<file path="config.mk">
export PLATFORM = sky130hd
export DESIGN_NAME = intr_redirect
export DESIGN_NICKNAME = d
export VERILOG_FILES = /design/src/rtl/irc_pkg.sv /design/src/rtl/irc_regfile.sv /design/src/rtl/irc_input_stage.sv /design/src/rtl/irc_arbiter.sv /design/src/rtl/intr_redirect.sv
export SDC_FILE = /design/constraint.sdc
export NUM_CORES = 2
export LEC_CHECK = 0
export CAP_MARGIN = 20
export CORE_ASPECT_RATIO = 2
export CORE_UTILIZATION = 40
export CTS_CLUSTER_DIAMETER = 40
export DETAILED_ROUTE_END_ITERATION = 10
export GPL_TIMING_DRIVEN = 0
export PLACE_DENSITY_LB_ADDON = 0.1
export RECOVER_POWER = 25
export SYNTH_ARGS = -nofsm -noshare
export SYNTH_HDL_FRONTEND = slang
export SYNTH_SLANG_ARGS = --single-unit
</file>
<file path="constraint.sdc">
create_clock -name clk -period 4.1 [get_ports clk]
set_clock_uncertainty 0.05 [all_clocks]
set_input_delay 0.82 -clock clk [delete_from_list [all_inputs] [get_ports clk]]
set_output_delay 0.82 -clock clk [all_outputs]
set_load 0.02 [all_outputs]
</file>
<file path="src/rtl/irc_pkg.sv">
package irc_pkg;

  typedef struct packed {
    logic       mask;
    logic       level;
    logic       rirr;
    logic       low_act;
    logic       logical;
    logic [7:0] vector;
    logic [7:0] dest;
  } irc_entry_t;

  localparam logic [4:0] OFS_SEL  = 5'h00;
  localparam logic [4:0] OFS_DATA = 5'h10;
  localparam logic [7:0] IDX_ID   = 8'h00;
  localparam logic [7:0] IDX_VER  = 8'h01;
  localparam logic [7:0] IDX_TAB  = 8'h10;

  function automatic irc_entry_t reset_entry();
    irc_entry_t e;
    e      = '0;
    e.mask = 1'b1;
    return e;
  endfunction

  function automatic logic [31:0] low_word(irc_entry_t e);
    logic [31:0] w;
    w       = '0;
    w[7:0]  = e.vector;
    w[11]   = e.logical;
    w[13]   = e.low_act;
    w[14]   = e.rirr;
    w[15]   = e.level;
    w[16]   = e.mask;
    return w;
  endfunction

  function automatic logic [31:0] high_word(irc_entry_t e);
    return {e.dest, 24'h0};
  endfunction

  function automatic logic [31:0] version_word(int unsigned n, logic [7:0] ver);
    logic [7:0] top_idx;
    top_idx = 8'(n - 1);
    return {8'h00, top_idx, 8'h00, ver};
  endfunction

endpackage

</file>
<file path="src/rtl/irc_regfile.sv">
module irc_regfile
  import irc_pkg::*;
#(
  parameter int unsigned NUM_INPUTS = 24,
  parameter logic [3:0]  ID_RESET   = 4'h0,
  parameter logic [7:0]  VERSION    = 8'h20,
  localparam int unsigned IDX_W     = $clog2(NUM_INPUTS)
) (
  input  logic             clk,
  input  logic             rst_n,
  input  logic             cfg_wr,
  input  logic [4:0]       cfg_addr,
  input  logic [31:0]      cfg_wdata,
  output logic [31:0]      cfg_rdata,
  input  logic             grant_fire,
  input  logic [IDX_W-1:0] grant_idx,
  input  logic             eoi_valid,
  input  logic [7:0]       eoi_vector,
  output irc_entry_t       entries_o [NUM_INPUTS]
);

  localparam int unsigned TAB_END = 16 + 2 * NUM_INPUTS;

  logic [7:0]       sel_q;
  logic [3:0]       id_q;
  irc_entry_t       ent_q [NUM_INPUTS];
  logic [7:0]       rel;
  logic             in_tab;
  logic             hi_half;
  logic [IDX_W-1:0] ent_sel;
  logic             wr_data;
  logic [31:0]      data_word;

  assign rel     = sel_q - IDX_TAB;
  assign in_tab  = (int'(sel_q) >= 16) && (int'(sel_q) < int'(TAB_END));
  assign hi_half = rel[0];
  assign ent_sel = rel[IDX_W:1];
  assign wr_data = cfg_wr && (cfg_addr == OFS_DATA);

  always_ff @(posedge clk) begin
    if (!rst_n) begin
      sel_q <= '0;
      id_q  <= ID_RESET;
      for (int i = 0; i < int'(NUM_INPUTS); i++) ent_q[i] <= reset_entry();
    end else begin
      if (cfg_wr && cfg_addr == OFS_SEL) sel_q <= cfg_wdata[7:0];
      if (wr_data && sel_q == IDX_ID) id_q <= cfg_wdata[27:24];
      for (int i = 0; i < int'(NUM_INPUTS); i++) begin
        if (wr_data && in_tab && ent_sel == IDX_W'(i)) begin
          if (hi_half) begin
            ent_q[i].dest <= cfg_wdata[31:24];
          end else begin
            ent_q[i].vector  <= cfg_wdata[7:0];
            ent_q[i].logical <= cfg_wdata[11];
            ent_q[i].low_act <= cfg_wdata[13];
            ent_q[i].level   <= cfg_wdata[15];
            ent_q[i].mask    <= cfg_wdata[16];
          end
        end
        if (grant_fire && grant_idx == IDX_W'(i) && ent_q[i].level)
          ent_q[i].rirr <= 1'b1;
        else if (eoi_valid && ent_q[i].level && eoi_vector == ent_q[i].vector)
          ent_q[i].rirr <= 1'b0;
      end
    end
  end

  always_comb begin
    data_word = '0;
    if (sel_q == IDX_ID)       data_word = {4'h0, id_q, 24'h0};
    else if (sel_q == IDX_VER) data_word = version_word(NUM_INPUTS, VERSION);
    else if (in_tab)           data_word = hi_half ? high_word(ent_q[ent_sel])
                                                   : low_word(ent_q[ent_sel]);
  end

  always_comb begin
    case (cfg_addr)
      OFS_SEL:  cfg_rdata = {24'h0, sel_q};
      OFS_DATA: cfg_rdata = data_word;
      default:  cfg_rdata = '0;
    endcase
  end

  assign entries_o = ent_q;

endmodule

</file>
<file path="src/rtl/irc_input_stage.sv">
module irc_input_stage #(
  parameter int unsigned NUM_INPUTS = 24,
  localparam int unsigned IDX_W     = $clog2(NUM_INPUTS)
) (
  input  logic                  clk,
  input  logic                  rst_n,
  input  logic [NUM_INPUTS-1:0] irq_in,
  input  logic [NUM_INPUTS-1:0] mask_vec,
  input  logic [NUM_INPUTS-1:0] level_vec,
  input  logic [NUM_INPUTS-1:0] lowact_vec,
  input  logic [NUM_INPUTS-1:0] rirr_vec,
  input  logic                  grant_fire,
  input  logic [IDX_W-1:0]      grant_idx,
  output logic [NUM_INPUTS-1:0] req_vec,
  output logic [NUM_INPUTS-1:0] pend_vec
);

  for (genvar g = 0; g < int'(NUM_INPUTS); g++) begin : g_line
    logic s1, s2, prev_act, pend;
    logic act, rise, taken;

    assign act   = s2 ^ lowact_vec[g];
    assign rise  = act && !prev_act;
    assign taken = grant_fire && (grant_idx == IDX_W'(g));

    always_ff @(posedge clk) begin
      if (!rst_n) begin
        s1       <= 1'b0;
        s2       <= 1'b0;
        prev_act <= 1'b0;
        pend     <= 1'b0;
      end else begin
        s1       <= irq_in[g];
        s2       <= s1;
        prev_act <= act;
        if (mask_vec[g] || level_vec[g]) pend <= 1'b0;
        else if (rise)                   pend <= 1'b1;
        else if (taken)                  pend <= 1'b0;
      end
    end

    assign req_vec[g]  = !mask_vec[g] && (level_vec[g] ? (act && !rirr_vec[g]) : pend);
    assign pend_vec[g] = pend;
  end

endmodule

</file>
<file path="src/rtl/irc_arbiter.sv">
module irc_arbiter #(
  parameter int unsigned NUM_INPUTS = 24,
  localparam int unsigned IDX_W     = $clog2(NUM_INPUTS)
) (
  input  logic [NUM_INPUTS-1:0] req_vec,
  output logic                  any_req,
  output logic [IDX_W-1:0]      win_idx
);

  function automatic logic [IDX_W-1:0] lowest_set(logic [NUM_INPUTS-1:0] v);
    logic [IDX_W-1:0] r;
    r = '0;
    for (int i = int'(NUM_INPUTS) - 1; i >= 0; i--)
      if (v[i]) r = IDX_W'(i);
    return r;
  endfunction

  assign any_req = |req_vec;
  assign win_idx = lowest_set(req_vec);

endmodule

</file>
<file path="src/rtl/intr_redirect.sv">
module intr_redirect
  import irc_pkg::*;
#(
  parameter int unsigned NUM_INPUTS = 24,
  parameter logic [3:0]  ID_RESET   = 4'h0,
  parameter logic [7:0]  VERSION    = 8'h20
) (
  input  logic                  clk,
  input  logic                  rst_n,
  input  logic                  cfg_wr,
  input  logic [4:0]            cfg_addr,
  input  logic [31:0]           cfg_wdata,
  output logic [31:0]           cfg_rdata,
  input  logic [NUM_INPUTS-1:0] irq_in,
  input  logic                  eoi_valid,
  input  logic [7:0]            eoi_vector,
  output logic                  msg_valid,
  input  logic                  msg_ready,
  output logic [7:0]            msg_vector,
  output logic [7:0]            msg_dest,
  output logic                  msg_logical
);

  localparam int unsigned IDX_W = $clog2(NUM_INPUTS);

  irc_entry_t            entries [NUM_INPUTS];
  logic [NUM_INPUTS-1:0] mask_vec, level_vec, lowact_vec, rirr_vec;
  logic [NUM_INPUTS-1:0] req_vec, pend_vec;
  logic                  any_req;
  logic [IDX_W-1:0]      grant_idx;
  logic                  grant_fire;

  for (genvar g = 0; g < int'(NUM_INPUTS); g++) begin : g_unpack
    assign mask_vec[g]   = entries[g].mask;
    assign level_vec[g]  = entries[g].level;
    assign lowact_vec[g] = entries[g].low_act;
    assign rirr_vec[g]   = entries[g].rirr;
  end

  assign grant_fire = any_req && (!msg_valid || msg_ready);

  irc_regfile #(.NUM_INPUTS(NUM_INPUTS), .ID_RESET(ID_RESET), .VERSION(VERSION)) u_regs (
    .clk(clk), .rst_n(rst_n), .cfg_wr(cfg_wr), .cfg_addr(cfg_addr),
    .cfg_wdata(cfg_wdata), .cfg_rdata(cfg_rdata), .grant_fire(grant_fire),
    .grant_idx(grant_idx), .eoi_valid(eoi_valid), .eoi_vector(eoi_vector),
    .entries_o(entries)
  );

  irc_input_stage #(.NUM_INPUTS(NUM_INPUTS)) u_inputs (
    .clk(clk), .rst_n(rst_n), .irq_in(irq_in), .mask_vec(mask_vec),
    .level_vec(level_vec), .lowact_vec(lowact_vec), .rirr_vec(rirr_vec),
    .grant_fire(grant_fire), .grant_idx(grant_idx), .req_vec(req_vec),
    .pend_vec(pend_vec)
  );

  irc_arbiter #(.NUM_INPUTS(NUM_INPUTS)) u_arb (
    .req_vec(req_vec), .any_req(any_req), .win_idx(grant_idx)
  );

  always_ff @(posedge clk) begin
    if (!rst_n) begin
      msg_valid   <= 1'b0;
      msg_vector  <= '0;
      msg_dest    <= '0;
      msg_logical <= 1'b0;
    end else if (grant_fire) begin
      msg_valid   <= 1'b1;
      msg_vector  <= entries[grant_idx].vector;
      msg_dest    <= entries[grant_idx].dest;
      msg_logical <= entries[grant_idx].logical;
    end else if (msg_ready) begin
      msg_valid   <= 1'b0;
    end
  end

endmodule

</file>
==> results of run 1 <==
[through the flow]
step	TNS (ns)	instances	util (%)
4_1_cts	-0.132	5253	49.4
3_5_place_dp	-519.08	5068	44.0
3_3_place_gp	-857.82	5015	43.0
2_1_floorplan	0	3882	-
[cells by family after synthesis]
| logic type | synth area share, % |
|---|---|
| AO/OA/AOI/OAI | 17.1 |
| XOR/XNOR | 5.82 |
| adder cells (fa/ha/maj) | 0.0763 |
| buffers and inverters | 4.77 |
| flip-flops | 38.5 |
| multiplexers | 12.8 |
| other | 0.0114 |
| AND/OR/NAND/NOR | 21.0 |
[cell usage after synthesis (all sizes together), types with 35 or more instances]
cell and count:
nand2 660, dfxtp 630, a21oi 488, nand3 314
clkbuf 292, nor2 201, xor2 159, mux4 146
o21ai 97, mux2i 89, buf 80, and2 75
a22oi 60, xnor2 59, nor4 51, nand4 46
a22o 35
[repair_timing]
| item | 4_1_cts |
|---|---|
| gates cloned | 1 |
| setup endpoints to repair | 567 |
| gates resized for setup | 482 |
| buffers inserted | 51 |
| endpoints found under the hold margin | 0 |
| hold buffers | 0 |
| pin swaps | 27 |
[layer usage]
layer	track usage (%)	overflow
met1	54.4	0
met3	23.8	0
met4	54.0	10
met5	3.75	0
met2	83.1	6
==> flow_summary_export.csv, run 1 <==
group,metric,value,unit
status,status,"aborted with a tool error",
status,stop_stage,"global routing",
status,stop_error,"[ERROR GRT-0116] Global routing finished with congestion. Check the congestion regions in the DRC Viewer.",
synthesis,synth_seq_cells,630,
grt,grt_pass1_vias,36800,
synthesis,avgSynthCellArea,8.46,um2
clock_network,cts_buffer_depth,3,
synthesis,synth_seq_area_share,38.5,%
floorplanning,core.rowCount,148,
synthesis,yosys_warnings,0,
synthesis,synth_edf_count,0,
grt,track_usage,54.6,%
synthesis,synthDistinctLibCells,76,
place,port_buffers,83,
clock_network,cts_root_buf,"clkbuf_16",
floorplanning,start_util,40.3,%
place,post-dp-hpwl,165000,um
clock_network,h-tree-depth,3,
place,pre_cts_ws,-2.43,ns
floorplanning,ios,124,
synthesis,synth_ff_type,"dfxtp_1",
synthesis,syn_inst,3875,
clock_network,cts_sinks,630,
synthesis,netlist_top_cells_area,"dfxtp_1 38%, mux4_2 10%, nand2_1 7.6%",
synthesis,synthArstFlopShare,0,%
synthesis,netlist_area,32800,um2
place,dpl_cell_area,35800,um2
clock_network,cts_buffers,80,
floorplanning,die_x,204,um
place,place.gp.congestion,1.12,
grt,grt_max_degree,16,
grt,grt.overflow.total,16,
synthesis,post-synth-top-area-cell,"dfxtp_1",
floorplanning,dieHeight,407,um
grt,grt_pass1_wl,312000,um
synthesis,synth_top_cell_area_share,38.5,%
==> run 2, diff against run 1 <==
--- a/config.mk
+++ b/config.mk
@@ -6,12 +6,10 @@
 export NUM_CORES = 2
 export LEC_CHECK = 0
 export CAP_MARGIN = 20
-export CORE_ASPECT_RATIO = 2
-export CORE_UTILIZATION = 40
-export CTS_CLUSTER_DIAMETER = 40
+export CORE_UTILIZATION = 25
 export DETAILED_ROUTE_END_ITERATION = 10
 export GPL_TIMING_DRIVEN = 0
-export PLACE_DENSITY_LB_ADDON = 0.1
+export PLACE_DENSITY_LB_ADDON = 0.15
 export RECOVER_POWER = 25
 export SYNTH_ARGS = -nofsm -noshare
 export SYNTH_HDL_FRONTEND = slang
==> run 2 against run 1 <==
Against the previous run: the flow now finishes, with violations (capacitance limit, slew limit, setup timing); area after synthesis unchanged; synthesized cell count stayed put.
==> flow_summary_export.csv, run 2 <==
group,metric,value,unit
pwr,p_sw_share,25.4,%
clock_network,ctsHoldBuffers,0,
timing,maxSlewHeadroom,-4.58,%
layout,fin_nets,4239,
timing,report.final.slew_viol_count,11,
timing,period_share,101,%
floorplanning,dieHeight,364,um
grt,grt.overflow.total,0,
critical_path,cp-start-kind,"input port",
layout,design_area,41400,um2
grt,grt_max_degree,13,
clock_network,clkTransAtPathRegs,0.06,ns
routing,drtIter0Drc,4488,
routing,drc,0,
layout,final_cell_mix,"651 x nand2_1, 611 x dfxtp_1, 463 x a21oi_1, 313 x nand3_1, 236 x clkbuf_1",
timing,fin_ws,-0.0608,ns
floorplanning,start_util,25.3,%
synthesis,synth_seq_area_share,38.5,%
floorplanning,fp.dieArea,133000,um2
synthesis,netlist_top_cells_area,"dfxtp_1 38%, mux4_2 10%, nand2_1 7.6%",
clock_network,cts_tree,"done",
layout,area_delta_synth_final,26.4,%
floorplanning,ios,124,
clock_network,h-tree-depth,3,
grt,track_usage,30.4,%
routing,ant_nets,0,
grt,grt_pass1_wl,278000,um
pwr,pwr-share-seq,42.8,%
synthesis,synth_ff_type,"dfxtp_1",
pwr,switchingPower,3.66,mW
synthesis,synthDistinctLibCells,76,
timing,worst_pin_slew,1.57,ns
critical_path,cp-end-kind,"register",
synthesis,post-synth-top-area-cell,"dfxtp_1",
clock_network,cts_buffer_depth,3,
clock_network,cts_buffers,79,
synthesis,netlist_area,32800,um2
critical_path,critPathKind,"input port to register",
synthesis,syn_inst,3875,
timing,finalHoldViolCount,0,
clock_network,cts_root_buf,"clkbuf_16",
clock_network,cts_sinks,630,
layout,largest_reg_flops,504,
synthesis,synth_edf_count,0,
synthesis,synth_top_cell_area_share,38.5,%
pwr,irDropWorstVdd,0.000290,V
status,violations,"capacitance limit, slew limit, setup timing",
routing,routedWlPerCell,34.5,um
pwr,clkPwrFrac,51.8,%
synthesis,synth_common_cells,"660 x nand2_1, 630 x dfxtp_1, 488 x a21oi_1, 314 x nand3_1, 280 x clkbuf_1",
layout,final_common_cell,"nand2_1",
synthesis,synthArstFlopShare,0,%
critical_path,critPathArrivalTime,4.59,ns
synthesis,avgSynthCellArea,8.46,um2
timing,setup_viol,35,
routing,drt_first_pass_iters,8,
critical_path,worstPathRequired,4.53,ns
pwr,p_total,14.4,mW
timing,max_freq,240,MHz
synthesis,synth_seq_cells,630,
clock_network,clk_latency,0.68,ns
place,place.gp.congestion,1.04,
timing,grt_setup_unrepaired,"yes",
routing,vias_per_cell,5.82,
floorplanning,coreArea,130000,um2
pwr,power_density,347,nW/um2
layout,drive_gt1_share,17.1,%
critical_path,path_max_fanout,10,
status,status,"finished, violations left",
job,maxCapViolations,1,
routing,routed_wl,206000,um
place,post-dp-hpwl,160000,um
synthesis,yosys_warnings,0,
min_path,worstHoldPathType,"register to register",
grt,grt_pass1_vias,32400,
floorplanning,core.rowCount,132,
place,port_buffers,83,
pwr,p_leak,13.8,nW
synthesis,synth_most_common_cell,"nand2_1",
place,dpl_cell_area,36600,um2
pwr,comb_power_share,5.4,%
pwr,intPower,10.7,mW
routing,vias,34700,
floorplanning,die_x,364,um
timing,min_period,4.16,ns
grt,antenna_found_initial,8,
## run 2: critical path: stages
cell	delay, ns
dlygate4sd3_1	0.62
inv_1	0.11
clkbuf_1	0.24
clkbuf_1	0.88
clkbuf_1	0.52
clkbuf_1	0.47
clkbuf_1	0.82
a21oi_1	0.10
## run 2: path summary, 6_finish.rpt
| path | startpoint | end | slack [ns] | cells after the start |
|---|---|---|---|---|
| hold / removal | u_inputs.g_line[18].s1$_SDFF_PN0_ | u_inputs.g_line[18].s2$_SDFF_PN0_ | 0.38 | 1 |
| hold reg to reg | u_inputs.g_line[18].s1$_SDFF_PN0_ | u_inputs.g_line[18].s2$_SDFF_PN0_ | 0.38 | 1 |
| setup reg to reg | u_regs.entries_o[187]$_SDFFE_PN0P_ | msg_vector[3]$_SDFFE_PN0P_ | -0.03 | 11 |
| setup / recovery | rst_n | u_regs.entries_o[164]$_SDFFE_PN0P_ | -0.06 | 8 |
## run 2: area by class of cell
type	count	area (um2)
antenna	6	15.0
buffer	365	2120
clock buffer	107	2280
clock inverter	31	385
fill	13800	88400
inverter	21	86.3
multi-input combinational	2859	19600
sequential	630	12600
tap	1742	2180
timing repair buffer	207	2170
## run 2: repair_timing
action / 4_1_cts / 5_1_grt
endpoints found under the hold margin: 0 / 0
pin swaps: 41 / 32
gates resized for setup: 478 / 85
setup endpoints to repair: 567 / 104
setup buffers: 50 / 21
cloned: 2 / 0
## run 2: per-layer routing
layer | wire length (um) | up-vias | track usage (%) | share of wire, %
met5 | 35 | - | 0 | 0.017
met1 | 85200 | 17600 | 40.4 | 41
li1 | - | 14500 | - | -
met4 | 12600 | 6 | 16.3 | 6.1
met3 | 19200 | 463 | 5.79 | 9.3
met2 | 88700 | 2102 | 46.2 | 43
## run 2: cell families (layout without fill, tap and decap cells)
family	count (synthesis)	in the layout	synth area share, %
xor+xnor	218	218	5.82
flops	630	630	38.5
compound gates	903	903	17.1
simple gates	1492	1492	21.0
other cells	1	14	0.0114
mux	236	236	12.8
buf+inv	393	731	4.77
fa+ha+maj	2	2	0.0763
## run 2: power by group through the flow
stage	clock [mW]	combinational, mW	sequential [mW]
6_report	7.44	0.771	6.16
5_1_grt	7.75	0.780	6.16
4_1_cts	7.52	0.745	6.16
3_5_place_dp	0	0.726	6.30
3_3_place_gp	0	0.710	6.29
2_1_floorplan	0	0.329	6.29
## run 2: stage by stage
stage | hold slack [ns] | setup TNS, ns | worst slack [ns] | std cells | util [%]
after floorplan | 0.362 | 0 | 0.293 | 3882 | -
after global placement | 0.365 | -922.19 | -3.50 | 5707 | 27.6
after detailed placement | 0.369 | -479.69 | -2.27 | 5756 | 28.2
after CTS | 0.381 | -0.103 | -0.0374 | 5939 | 31.6
after global routing | 0.391 | -0.0722 | -0.0257 | 5962 | 31.9
final | 0.378 | -0.723 | -0.0608 | 5968 | 31.9
(Power assumes the default switching activity.)
